**src/rtl/sweep_seq_pkg.sv**
```systemverilog
package sweep_seq_pkg;
  localparam int ST_W = 3;

  typedef enum logic [ST_W-1:0] {
    PH_IDLE   = 3'b000,
    PH_ARM    = 3'b100,
    PH_RUN    = 3'b101,
    PH_SETTLE = 3'b111,
    PH_PEAK   = 3'b110,
    PH_FALL   = 3'b010,
    PH_WAIT   = 3'b011,
    PH_RETURN = 3'b001
  } phase_t;

  typedef struct packed {
    logic in_use;
    logic gate_en;
    logic sweep_rst_n;
    logic dly_done;
    logic settle_n;
    logic cmp;
  } qual_t;
endpackage

```
**src/rtl/sweep_seq_advance.sv**
```systemverilog
module sweep_seq_advance
  import sweep_seq_pkg::*;
(
  input  logic [ST_W-1:0] cur,
  input  qual_t           q,
  output logic [ST_W-1:0] tgt,
  output logic            go
);
  always_comb begin
    tgt = cur;
    go  = 1'b0;
    case (phase_t'(cur))
      PH_IDLE: begin
        tgt = PH_ARM;
        go  = (q.in_use & q.gate_en) | ~q.sweep_rst_n;
      end
      PH_ARM: begin
        tgt = PH_RUN;
        go  = q.dly_done & q.sweep_rst_n;
      end
      PH_RUN: begin
        tgt = PH_SETTLE;
        go  = q.settle_n;
      end
      PH_SETTLE: begin
        tgt = PH_PEAK;
        go  = q.cmp & q.settle_n;
      end
      PH_PEAK: begin
        tgt = PH_FALL;
        go  = ~q.sweep_rst_n;
      end
      PH_FALL: begin
        tgt = PH_WAIT;
        go  = ~q.cmp;
      end
      PH_WAIT: begin
        tgt = PH_RETURN;
        go  = q.dly_done;
      end
      PH_RETURN: begin
        tgt = PH_RUN;
        go  = q.cmp;
      end
      default: begin
        tgt = cur;
        go  = 1'b0;
      end
    endcase
  end
endmodule

```
**src/rtl/sweep_seq_excite.sv**
```systemverilog
module sweep_seq_excite #(
  parameter int W = 3
) (
  input  logic [W-1:0] cur,
  input  logic [W-1:0] tgt,
  input  logic         go,
  output logic [W-1:0] j,
  output logic [W-1:0] k
);
  for (genvar i = 0; i < W; i++) begin : g_bit
    // rise needs J, fall needs K, any hold leaves both low
    assign j[i] = go & ~cur[i] &  tgt[i];
    assign k[i] = go &  cur[i] & ~tgt[i];
  end
endmodule

```
**src/rtl/sweep_seq_jkbank.sv**
```systemverilog
module sweep_seq_jkbank #(
  parameter int          W       = 3,
  parameter logic [W-1:0] CLR_VAL = '0
) (
  input  logic         clk,
  input  logic         clr,
  input  logic [W-1:0] j,
  input  logic [W-1:0] k,
  output logic [W-1:0] q
);
  for (genvar i = 0; i < W; i++) begin : g_ff
    always_ff @(posedge clk) begin
      if (clr) begin
        q[i] <= CLR_VAL[i];
      end else begin
        case ({j[i], k[i]})
          2'b10:   q[i] <= 1'b1;
          2'b01:   q[i] <= 1'b0;
          2'b11:   q[i] <= ~q[i];
          default: q[i] <= q[i];
        endcase
      end
    end
  end
endmodule

```
**src/rtl/sweep_sequencer.sv**
```systemverilog
module sweep_sequencer
  import sweep_seq_pkg::*;
(
  input  logic            clk,
  input  logic            clr,
  input  logic            in_use,
  input  logic            gate_en,
  input  logic            sweep_rst_n,
  input  logic            dly_done,
  input  logic            settle_n,
  input  logic            cmp,
  output logic [ST_W-1:0] state
);
  qual_t            quals;
  logic [ST_W-1:0]  tgt;
  logic             go;
  logic [ST_W-1:0]  j_in;
  logic [ST_W-1:0]  k_in;
  logic [ST_W-1:0]  cur;

  assign quals = '{in_use: in_use, gate_en: gate_en, sweep_rst_n: sweep_rst_n,
                   dly_done: dly_done, settle_n: settle_n, cmp: cmp};

  sweep_seq_advance u_adv (
    .cur (cur),
    .q   (quals),
    .tgt (tgt),
    .go  (go)
  );

  sweep_seq_excite #(.W(ST_W)) u_exc (
    .cur (cur),
    .tgt (tgt),
    .go  (go),
    .j   (j_in),
    .k   (k_in)
  );

  sweep_seq_jkbank #(.W(ST_W), .CLR_VAL(PH_IDLE)) u_ff (
    .clk (clk),
    .clr (clr),
    .j   (j_in),
    .k   (k_in),
    .q   (cur)
  );

  assign state = cur;
endmodule

```
**config.mk**
```make
export PLATFORM = sky130hd
export DESIGN_NAME = sweep_sequencer
export DESIGN_NICKNAME = d
export VERILOG_FILES = /design/src/rtl/sweep_seq_pkg.sv /design/src/rtl/sweep_seq_advance.sv /design/src/rtl/sweep_seq_excite.sv /design/src/rtl/sweep_seq_jkbank.sv /design/src/rtl/sweep_sequencer.sv
export SDC_FILE = /design/constraint.sdc
export NUM_CORES = 1
export LEC_CHECK = 0
export CAP_MARGIN = 20
export CORE_AREA = 2 2 39 41
export CTS_CLUSTER_SIZE = 25
export DETAILED_ROUTE_END_ITERATION = 12
export DIE_AREA = 0 0 41 43
export DONT_BUFFER_PORTS = 1
export PLACE_DENSITY = 0.31
export SLEW_MARGIN = 20
export SYNTH_ARGS = -nofsm -noshare
export SYNTH_HDL_FRONTEND = slang
export SYNTH_SLANG_ARGS = --single-unit
```
**constraint.sdc**
```tcl
create_clock -name clk -period 1.2 [get_ports clk]
set_input_delay 0.18 -clock clk [delete_from_list [all_inputs] [get_ports clk]]
set_output_delay 0.18 -clock clk [all_outputs]
set_load 0.05 [all_outputs]
```
; ---- Word-level counts from Yosys, hierarchy flattened
; Index checks and enable logic that the tools add are counted.
[word_totals]
in_bits = 8
output_inout_bits = 3
wordCells = 53
register_bits = 3
[op_classes]
n_bitwise = 24
reduce_logical = 5
mux = 5
eq_ne = 16
[op_table]
columns = op, n
row1 = 3-bit one-hot mux with 7 select lines, 1
row2 = 1-bit AND, 15
row3 = "2-bit == test, second input constant", 6
row4 = "3-bit == test, second input constant", 4
row5 = 1-bit one-hot mux with 3 select lines, 3
row6 = 3-bit nonzero test, 3
row7 = 1-bit inverter, 8
row8 = 1-bit one-hot mux with 8 select lines, 1
row9 = "2-bit by 1-bit == test with 1-bit output, second input constant", 3
row10 = "3-bit by 2-bit == test with 1-bit output, second input constant", 2
row11 = "3-bit by 1-bit == test with 1-bit output, second input constant", 1
row12 = 3-bit zero test, 1
row13 = 2-bit OR reduction, 1
row14 = 1-bit OR, 1

; ---- Depth between registers and ports, before layout
; Gate-level depths: netlist (run 1).
[depth]
ltp_word = 7
ltp_mapped = 3
ltp_nobuf = 3

; ---- Modules after synthesis
; Synthesis (run 1) repeated with hierarchy kept, for this count alone.
[hier_totals]
cells_unflattened = 35
area_unflattened_um2 = 261.5
[by_module_without_submodules]
columns = module, instances, area_each_um2, cells_each
row1 = sweep_seq_advance, 1, 115.1, 20
row2 = sweep_seq_jkbank, 1, 93.8, 9
row3 = sweep_seq_excite, 1, 52.6, 6

; ---- Worst setup path before layout (run 1)
; No wires, ideal clock.
[synth_path]
kind = register to register
start = register u_ff.q[1]
end = register u_ff.q[2]
path_slack_ns = -0.203
required_time_ns = 1.070
synth_period_minus_slack_ns = 1.403
t_arrival_ns = 1.273
path_buffers = 0
stages_incl_launch_ff = 4
path_cell_list = dfxtp_1 > and4b_1 > a211oi_1 > o32ai_1
[synth_via]
elab_chain_len = 7
elab_cells_between_ends = 21
cone_classes = 10 x eq/ne / 3 x mux / 5 x bitwise / 3 x reduce/logical
[synth_rtl]
columns = item, line_no
row1 = from (decl), sweep_seq_jkbank.sv:9  ; output logic [W-1:0] q
row2 = "from (signal, indexed assignment)", sweep_seq_jkbank.sv:14  ; q[i] <= CLR_VAL[i];
row3 = "from (signal, indexed assignment)", sweep_seq_jkbank.sv:19  ; 2'b11: q[i] <= ~q[i];
row4 = "from (signal, indexed assignment)", sweep_seq_jkbank.sv:20  ; default: q[i] <= q[i];
row5 = 3-bit == test or 3-bit by 1-bit == test with 1-bit output (tied branches), sweep_seq_advance.sv:12  ; case (phase_t'(cur))
row6 = 2-bit OR reduction (no line), n/a
row7 = 3-bit one-hot mux with 7 select lines, sweep_seq_advance.sv:12
row8 = 1-bit inverter, sweep_seq_excite.sv:13  ; assign k[i] = go & cur[i] & ~tgt[i];
row9 = 1-bit AND, sweep_seq_excite.sv:13
row10 = 2-bit == test or 2-bit by 1-bit == test with 1-bit output (tied branches), sweep_seq_jkbank.sv:16  ; case ({j[i], k[i]})
row11 = 1-bit one-hot mux with 3 select lines or 3-bit nonzero test (tied branches), n/a
; Parallel ways exist; a longest one is shown, timed or not.
; A chain may end at the register's enable or synchronous reset.

; ---- Worst setup path after layout (run 1)
[layout_path]
start = register u_ff.q[0]
end = output port state[0]
[layout_rtl]
columns = item, line_no
row1 = to (decl), sweep_sequencer.sv:12  ; output logic [ST_W-1:0] state
; No word-level cell between the ends.

==> flow_summary_export.csv, run 1 <==
group,metric,value,unit
outcome,outcome,"finished clean",
synth,synth_top_family_by_area,"compound AO/OA/AOI/OAI gates",
critical_path,crit_path_end_kind,"output port",
critical_path,crit_path_top_delay_cell,"dfxtp_1",
finish,final_area,271.5,um^2
sta,rsz0062_at_grt,"no",
placement,gp_congestion,0.6240,
cts,cts_buffer_depth,2,
synth,synth_compound_gate_area_share,35.00,%
sta,setup_tns,0,ps
sta,hold_violations,0,
critical_path,crit_arrival,950,ps
synth,synth-edff-count,0,
global_routing,grt_max_degree,9,
global_routing,grt_pass1_wl,793,um
synth,synth_common_cells,"5 x nand2_1, 3 x a21oi_1, 3 x dfxtp_1",
critical_path,cp_max_fo,8,
min_path,hp-class,"in -> reg",
placement,dpl.hpwl,424.1,um
min_path,holdPathEnd,"u_ff.q[1]",
floorplan,dieArea,1763,um^2
synth,ys_ff_latch,3,
floorplan,ios,11,
global_routing,grt_pass1_vias,202,
synth,synth_area,200.2,um^2
synth,async_flop_share,0,%
synth,syn_inst,24,
global_routing,antenna_found_initial,0,
floorplan,die_h,43,um
pwr,p_per_area,1716,nW/um^2
critical_path,critPathKind,"reg -> out",
critical_path,crit_required,1020,ps
synth,synth.distinct_cells,16,
cts,cts_buffers,3,
cts,cts_resized,0,
placement,pre_cts_ws,151.5,ps
synth,yosysMostFrequentCell,"nand2_1",
sta,tightest_slew,275.8,ps
sta,setup_slack,70.42,ps
sta,finalSetupViolCount,0,
sta,skew,6.189,ps
synth,synth_area_per_cell,8.341,um^2
finish,utilization,19.62,%
critical_path,crit_buf_inv,1,
critical_path,r2r_start,"u_ff.q[2]",
sta,fmax,0.8853,GHz
critical_path,worstPathCellList,"buf_4",
cts,cts-root-buf,"clkbuf_4",
route,routed_wirelength,529,um
route,drtIter0Drc,1,
synth,yosys_warnings,0,
sta,fin_crit,1130,ps
synth,synth-simple-area-share,33.13,%
route,antenna_left,0,
pwr,p_leak,0.1042,nW
pwr,peakVddDrop,0.0002746,V
placement,place_inst,43,
floorplan,fp-row-count,14,
placement,portBuffers,0,
finish,finalNetCount,40,
route,wl_per_cell,11.26,um
finish,fillers,160,
cts,clkTransAtPathRegs,40,ps
critical_path,rrSetupSlack,140,ps
cts,htreeDepth,1,
synth,ys.flop_type,"dfxtp_1",
cts,clock_sinks,3,
finish,area_growth,35.62,%
min_path,min-delay-start,"clr",
synth,synthAdderAreaFrac,0,%
cts,postCtsSetupRepairBufs,0,
critical_path,cp-start-kind,"register",
floorplan,core,1384,um^2
synth,synth.area.mux_share,0,%
min_path,min_path_cells,1,
finish,top_register,"u_ff.q",
placement,dpl-instance-area,245.2,um^2
cts,clock_latency,230,ps
synth,synth_xor_area_share,0,%
finish,instances_no_fill,47,
synth,synth_top_cell_by_area,"dfxtp_1",
route,dr_total_vias,206,
synth,seq_area_frac_synth,30.00,%
sta,relSlewSlack,81.59,%
sta,fin_crit_sh,94.13,%
critical_path,r2r_end,"u_ff.q[2]",
finish,largest_reg_flops,3,
route,firstDrtPassIters,3,
critical_path,critical-path-top-delay-family,"flip-flops",
finish,num_antenna_cells,0,
route,drc,0,
finish,drive_above_1_share,35.48,%
route,viasPerCell,4.383,
synth,synth_nets,32,
synth,synth.area.top_cells,"dfxtp_1 30%, nand2_1 9.4%, a21oi_1 7.5%",
critical_path,rr_worst_depth,3,
global_routing,track_usage,7.315,%
run,drv_cap,0,
floorplan,start_util,14.47,%
cts,tritoncts,"yes",
cts,postCtsHoldBufs,0,
synth,synth_top_area_share,30.00,%
critical_path,max_stage_delay,470,ps
sta,maxSlewViolCount,0,
global_routing,gr-total-overflow,0,
floorplan,die_w,41,um
finish,top_regs,"u_ff.q x3",
## cells by family (layout without fill, tap and decap cells)
group           Yosys count  count (layout)
compound gates            9               9
buf+inv                   1               8
flops                     3               3
simple gates             11              11
## how the worst max path moves through the flow
stage / from / endpoint / slack, ps / cells past startpoint
floorplan: u_ff.q[1] / u_ff.q[2] / 4 / 3
global placement: u_ff.q[1] / u_ff.q[2] / 140 / 3
global route: u_ff.q[0] / state[0] / 40 / 1
detailed placement: u_ff.q[2] / u_ff.q[2] / 150 / 3
finish: u_ff.q[0] / state[0] / 70 / 1
CTS: u_ff.q[0] / state[0] / 80 / 1
## metal layers
layer  vias to the layer above  GRT usage [%]  part of all wire (%)
met5                         -              0                     0
met4                         0          8.000                     0
met3                         0          3.665                    17
met2                        11          10.31                    48
met1                        89          6.709                    34
li1                        106              -                     -
## cells in the final DEF, fill, tap and decap left out
cell type and count:
inv_1 1, dfxtp_1 1, or2b_1 1, nand2_1 5
a211oi_1 1, o32ai_1 1, clkbuf_4 3, a311oi_1 1
nand3b_1 1, and4b_1 1, a21oi_1 3, nor3_1 1
clkbuf_1 1, nor2_1 1, dfxtp_2 2, a21bo_2 1
nand2b_4 1, a2bb2oi_1 1, buf_4 3, a311o_2 1
## cell type report
type | instances | area, um^2 | share of cell area (%)
Clock buffer | 4 | 26.28 | 9.677
Inverter | 1 | 3.754 | 1.382
Multi-Input combinational cell | 20 | 136.4 | 50.23
Sequential cell | 3 | 62.56 | 23.04
Tap cell | 16 | 20.02 | 7.373
Timing Repair Buffer | 3 | 22.52 | 8.295
## power by group
group	switching [mW]	internal [mW]	total (mW)
Clock	0.0502	0.124	0.175
Combinational	0.0845	0.0628	0.147
Sequential	0.0261	0.118	0.144
Total	0.161	0.305	0.466
## stage by stage
step | hold slack [ps] | power, mW
final | 13.71 | 0.4660
after global routing | 14.05 | 0.4998
after CTS | 4.912 | 0.4757
after detailed placement | 252.9 | 0.2949
after global placement | 251.6 | 0.2942
after floorplan | 245.0 | 0.2556
(Power assumes the default switching activity.)
==> run 2, diff against run 1 <==
--- a/config.mk
+++ b/config.mk
@@ -6,12 +6,14 @@
 export NUM_CORES = 1
 export LEC_CHECK = 0
 export CAP_MARGIN = 20
+export CELL_PAD_IN_SITES_DETAIL_PLACEMENT = 1
+export CELL_PAD_IN_SITES_GLOBAL_PLACEMENT = 1
 export CORE_AREA = 2 2 39 41
 export CTS_CLUSTER_SIZE = 25
 export DETAILED_ROUTE_END_ITERATION = 12
 export DIE_AREA = 0 0 41 43
 export DONT_BUFFER_PORTS = 1
-export PLACE_DENSITY = 0.31
+export PLACE_DENSITY = 0.38
 export SLEW_MARGIN = 20
 export SYNTH_ARGS = -nofsm -noshare
 export SYNTH_HDL_FRONTEND = slang
==> run 2 against run 1 <==
Wire length increased by 7.2%; via count grew 4.4%; setup slack got worse by 5.9 ps.
==> flow_summary_export.csv, run 2 (synthesis results as in run 1) <==
group,metric,value,unit
route,viasPerCell,4.479,
sta,finalSetupViolCount,0,
critical_path,worstPathCellList,"buf_4",
finish,final_common_cell,"nand2_1",
pwr,p_per_area,1677,nW/um^2
critical_path,critical-path-top-delay-family,"flip-flops",
cts,htreeDepth,1,
critical_path,crit_buf_inv,1,
route,antenna_left,0,
critical_path,crit_required,1020,ps
critical_path,cp-start-kind,"register",
critical_path,r2r_end,"u_ff.q[0]",
min_path,min_path_cells,1,
finish,area_growth,40.62,%
route,drtIter0Drc,2,
sta,rsz0062_at_grt,"no",
sta,fin_crit_sh,94.63,%
sta,setup_slack,64.48,ps
cts,cts-root-buf,"clkbuf_4",
sta,maxSlewViolCount,0,
finish,finalNetCount,41,
finish,num_antenna_cells,0,
critical_path,r2r_start,"u_ff.q[1]",
route,drc,0,
route,wl_per_cell,11.81,um
critical_path,max_stage_delay,470,ps
finish,layout.cells.most_common_list,"5 x nand2_1, 3 x a21oi_1, 3 x clkbuf_4, 3 x buf_4, 2 x dfxtp_2",
placement,portBuffers,0,
floorplan,die_w,41,um
floorplan,dieArea,1763,um^2
cts,cts_resized,0,
placement,pre_cts_ws,92.83,ps
route,firstDrtPassIters,2,
sta,fmax,0.8807,GHz
cts,clock_sinks,3,
sta,setup_tns,0,ps
sta,hold_violations,0,
cts,clock_latency,230,ps
cts,tritoncts,"yes",
global_routing,grt_max_degree,10,
finish,utilization,20.34,%
critical_path,critPathKind,"reg -> out",
critical_path,crit_path_end_kind,"output port",
pwr,power.total,472.0,uW
global_routing,track_usage,8.208,%
cts,cts_buffers,3,
min_path,holdPathEnd,"u_ff.q[0]",
sta,holdWs,35.67,ps
global_routing,gr-total-overflow,0,
global_routing,grt_pass1_vias,219,
floorplan,start_util,14.47,%
critical_path,crit_path_top_delay_cell,"dfxtp_1",
global_routing,antenna_found_initial,0,
critical_path,rr_worst_depth,3,
sta,relSlewSlack,81.72,%
finish,top_regs,"u_ff.q x3",
floorplan,fp-row-count,14,
finish,largest_reg_flops,3,
outcome,outcome,"finished clean",
route,dr_total_vias,215,
pwr,p_leak,0.1084,nW
sta,skew,1.868,ps
pwr,peakVddDrop,0.0004848,V
route,routed_wirelength,567,um
critical_path,rrSetupSlack,100,ps
run,drv_cap,0,
floorplan,die_h,43,um
floorplan,ios,11,
sta,fin_crit,1136,ps
finish,drive_above_1_share,34.38,%
placement,gp_congestion,0.7231,
min_path,hp-class,"in -> reg",
cts,clkTransAtPathRegs,40,ps
global_routing,grt_pass1_wl,945,um
critical_path,crit_arrival,960,ps
min_path,min-delay-start,"clr",
sta,tightest_slew,273.9,ps
finish,top_register,"u_ff.q",
floorplan,core,1384,um^2
finish,fillers,172,
critical_path,cp_max_fo,8,
cts,cts_buffer_depth,2,
[run 2: cell count changes in the layout (fill, tap and decap cells not counted), sizes merged]
| cell | delta |
|---|---|
| dlygate4sd3 | +1 |
[run 2: worst max-delay path by stage]
stage              start         to  slack, ps  depth (start not counted)
2_1_floorplan  u_ff.q[1]  u_ff.q[2]          4                          3
3_3_place_gp   u_ff.q[1]  u_ff.q[0]         80                          3
3_5_place_dp   u_ff.q[1]  u_ff.q[0]         90                          3
4_1_cts        u_ff.q[0]   state[0]         50                          1
5_1_grt        u_ff.q[0]   state[0]         20                          1
6_report       u_ff.q[0]   state[0]         60                          1
[run 2: layout make-up]
type / instances / area [um^2] / area share (%)
multi-input cells: 20 / 136.4 / 48.44
flip-flops and latches: 3 / 62.56 / 22.22
repair buffers: 4 / 32.53 / 11.56
clock buffers: 4 / 26.28 / 9.333
well taps: 16 / 20.02 / 7.111
inverters: 1 / 3.754 / 1.333
[run 2: metrics by stage]
step,instances,area [um^2]
floorplan,24,202.7
global placement,43,245.2
detailed placement,43,245.2
CTS,47,271.5
global route,48,281.5
finish,48,281.5
[run 2: power breakdown]
group	internal [mW]	total, mW	switching, mW
combinational	0.0649	0.149	0.0845
clock	0.125	0.177	0.0528
sequential	0.118	0.145	0.0273
total	0.307	0.472	0.165
[run 2: what timing repair did]
action,CTS,global route
buffers inserted,0,0
hold buffers,0,1
endpoints found under the hold margin,0,1
[run 2: layer usage]
layer,up-vias,share of wire (%),GRT usage (%)
met5,-,0,0
met4,0,0,8.000
met3,0,7.8,4.188
met2,5,49,9.688
met1,102,43,9.873
li1,108,-,-
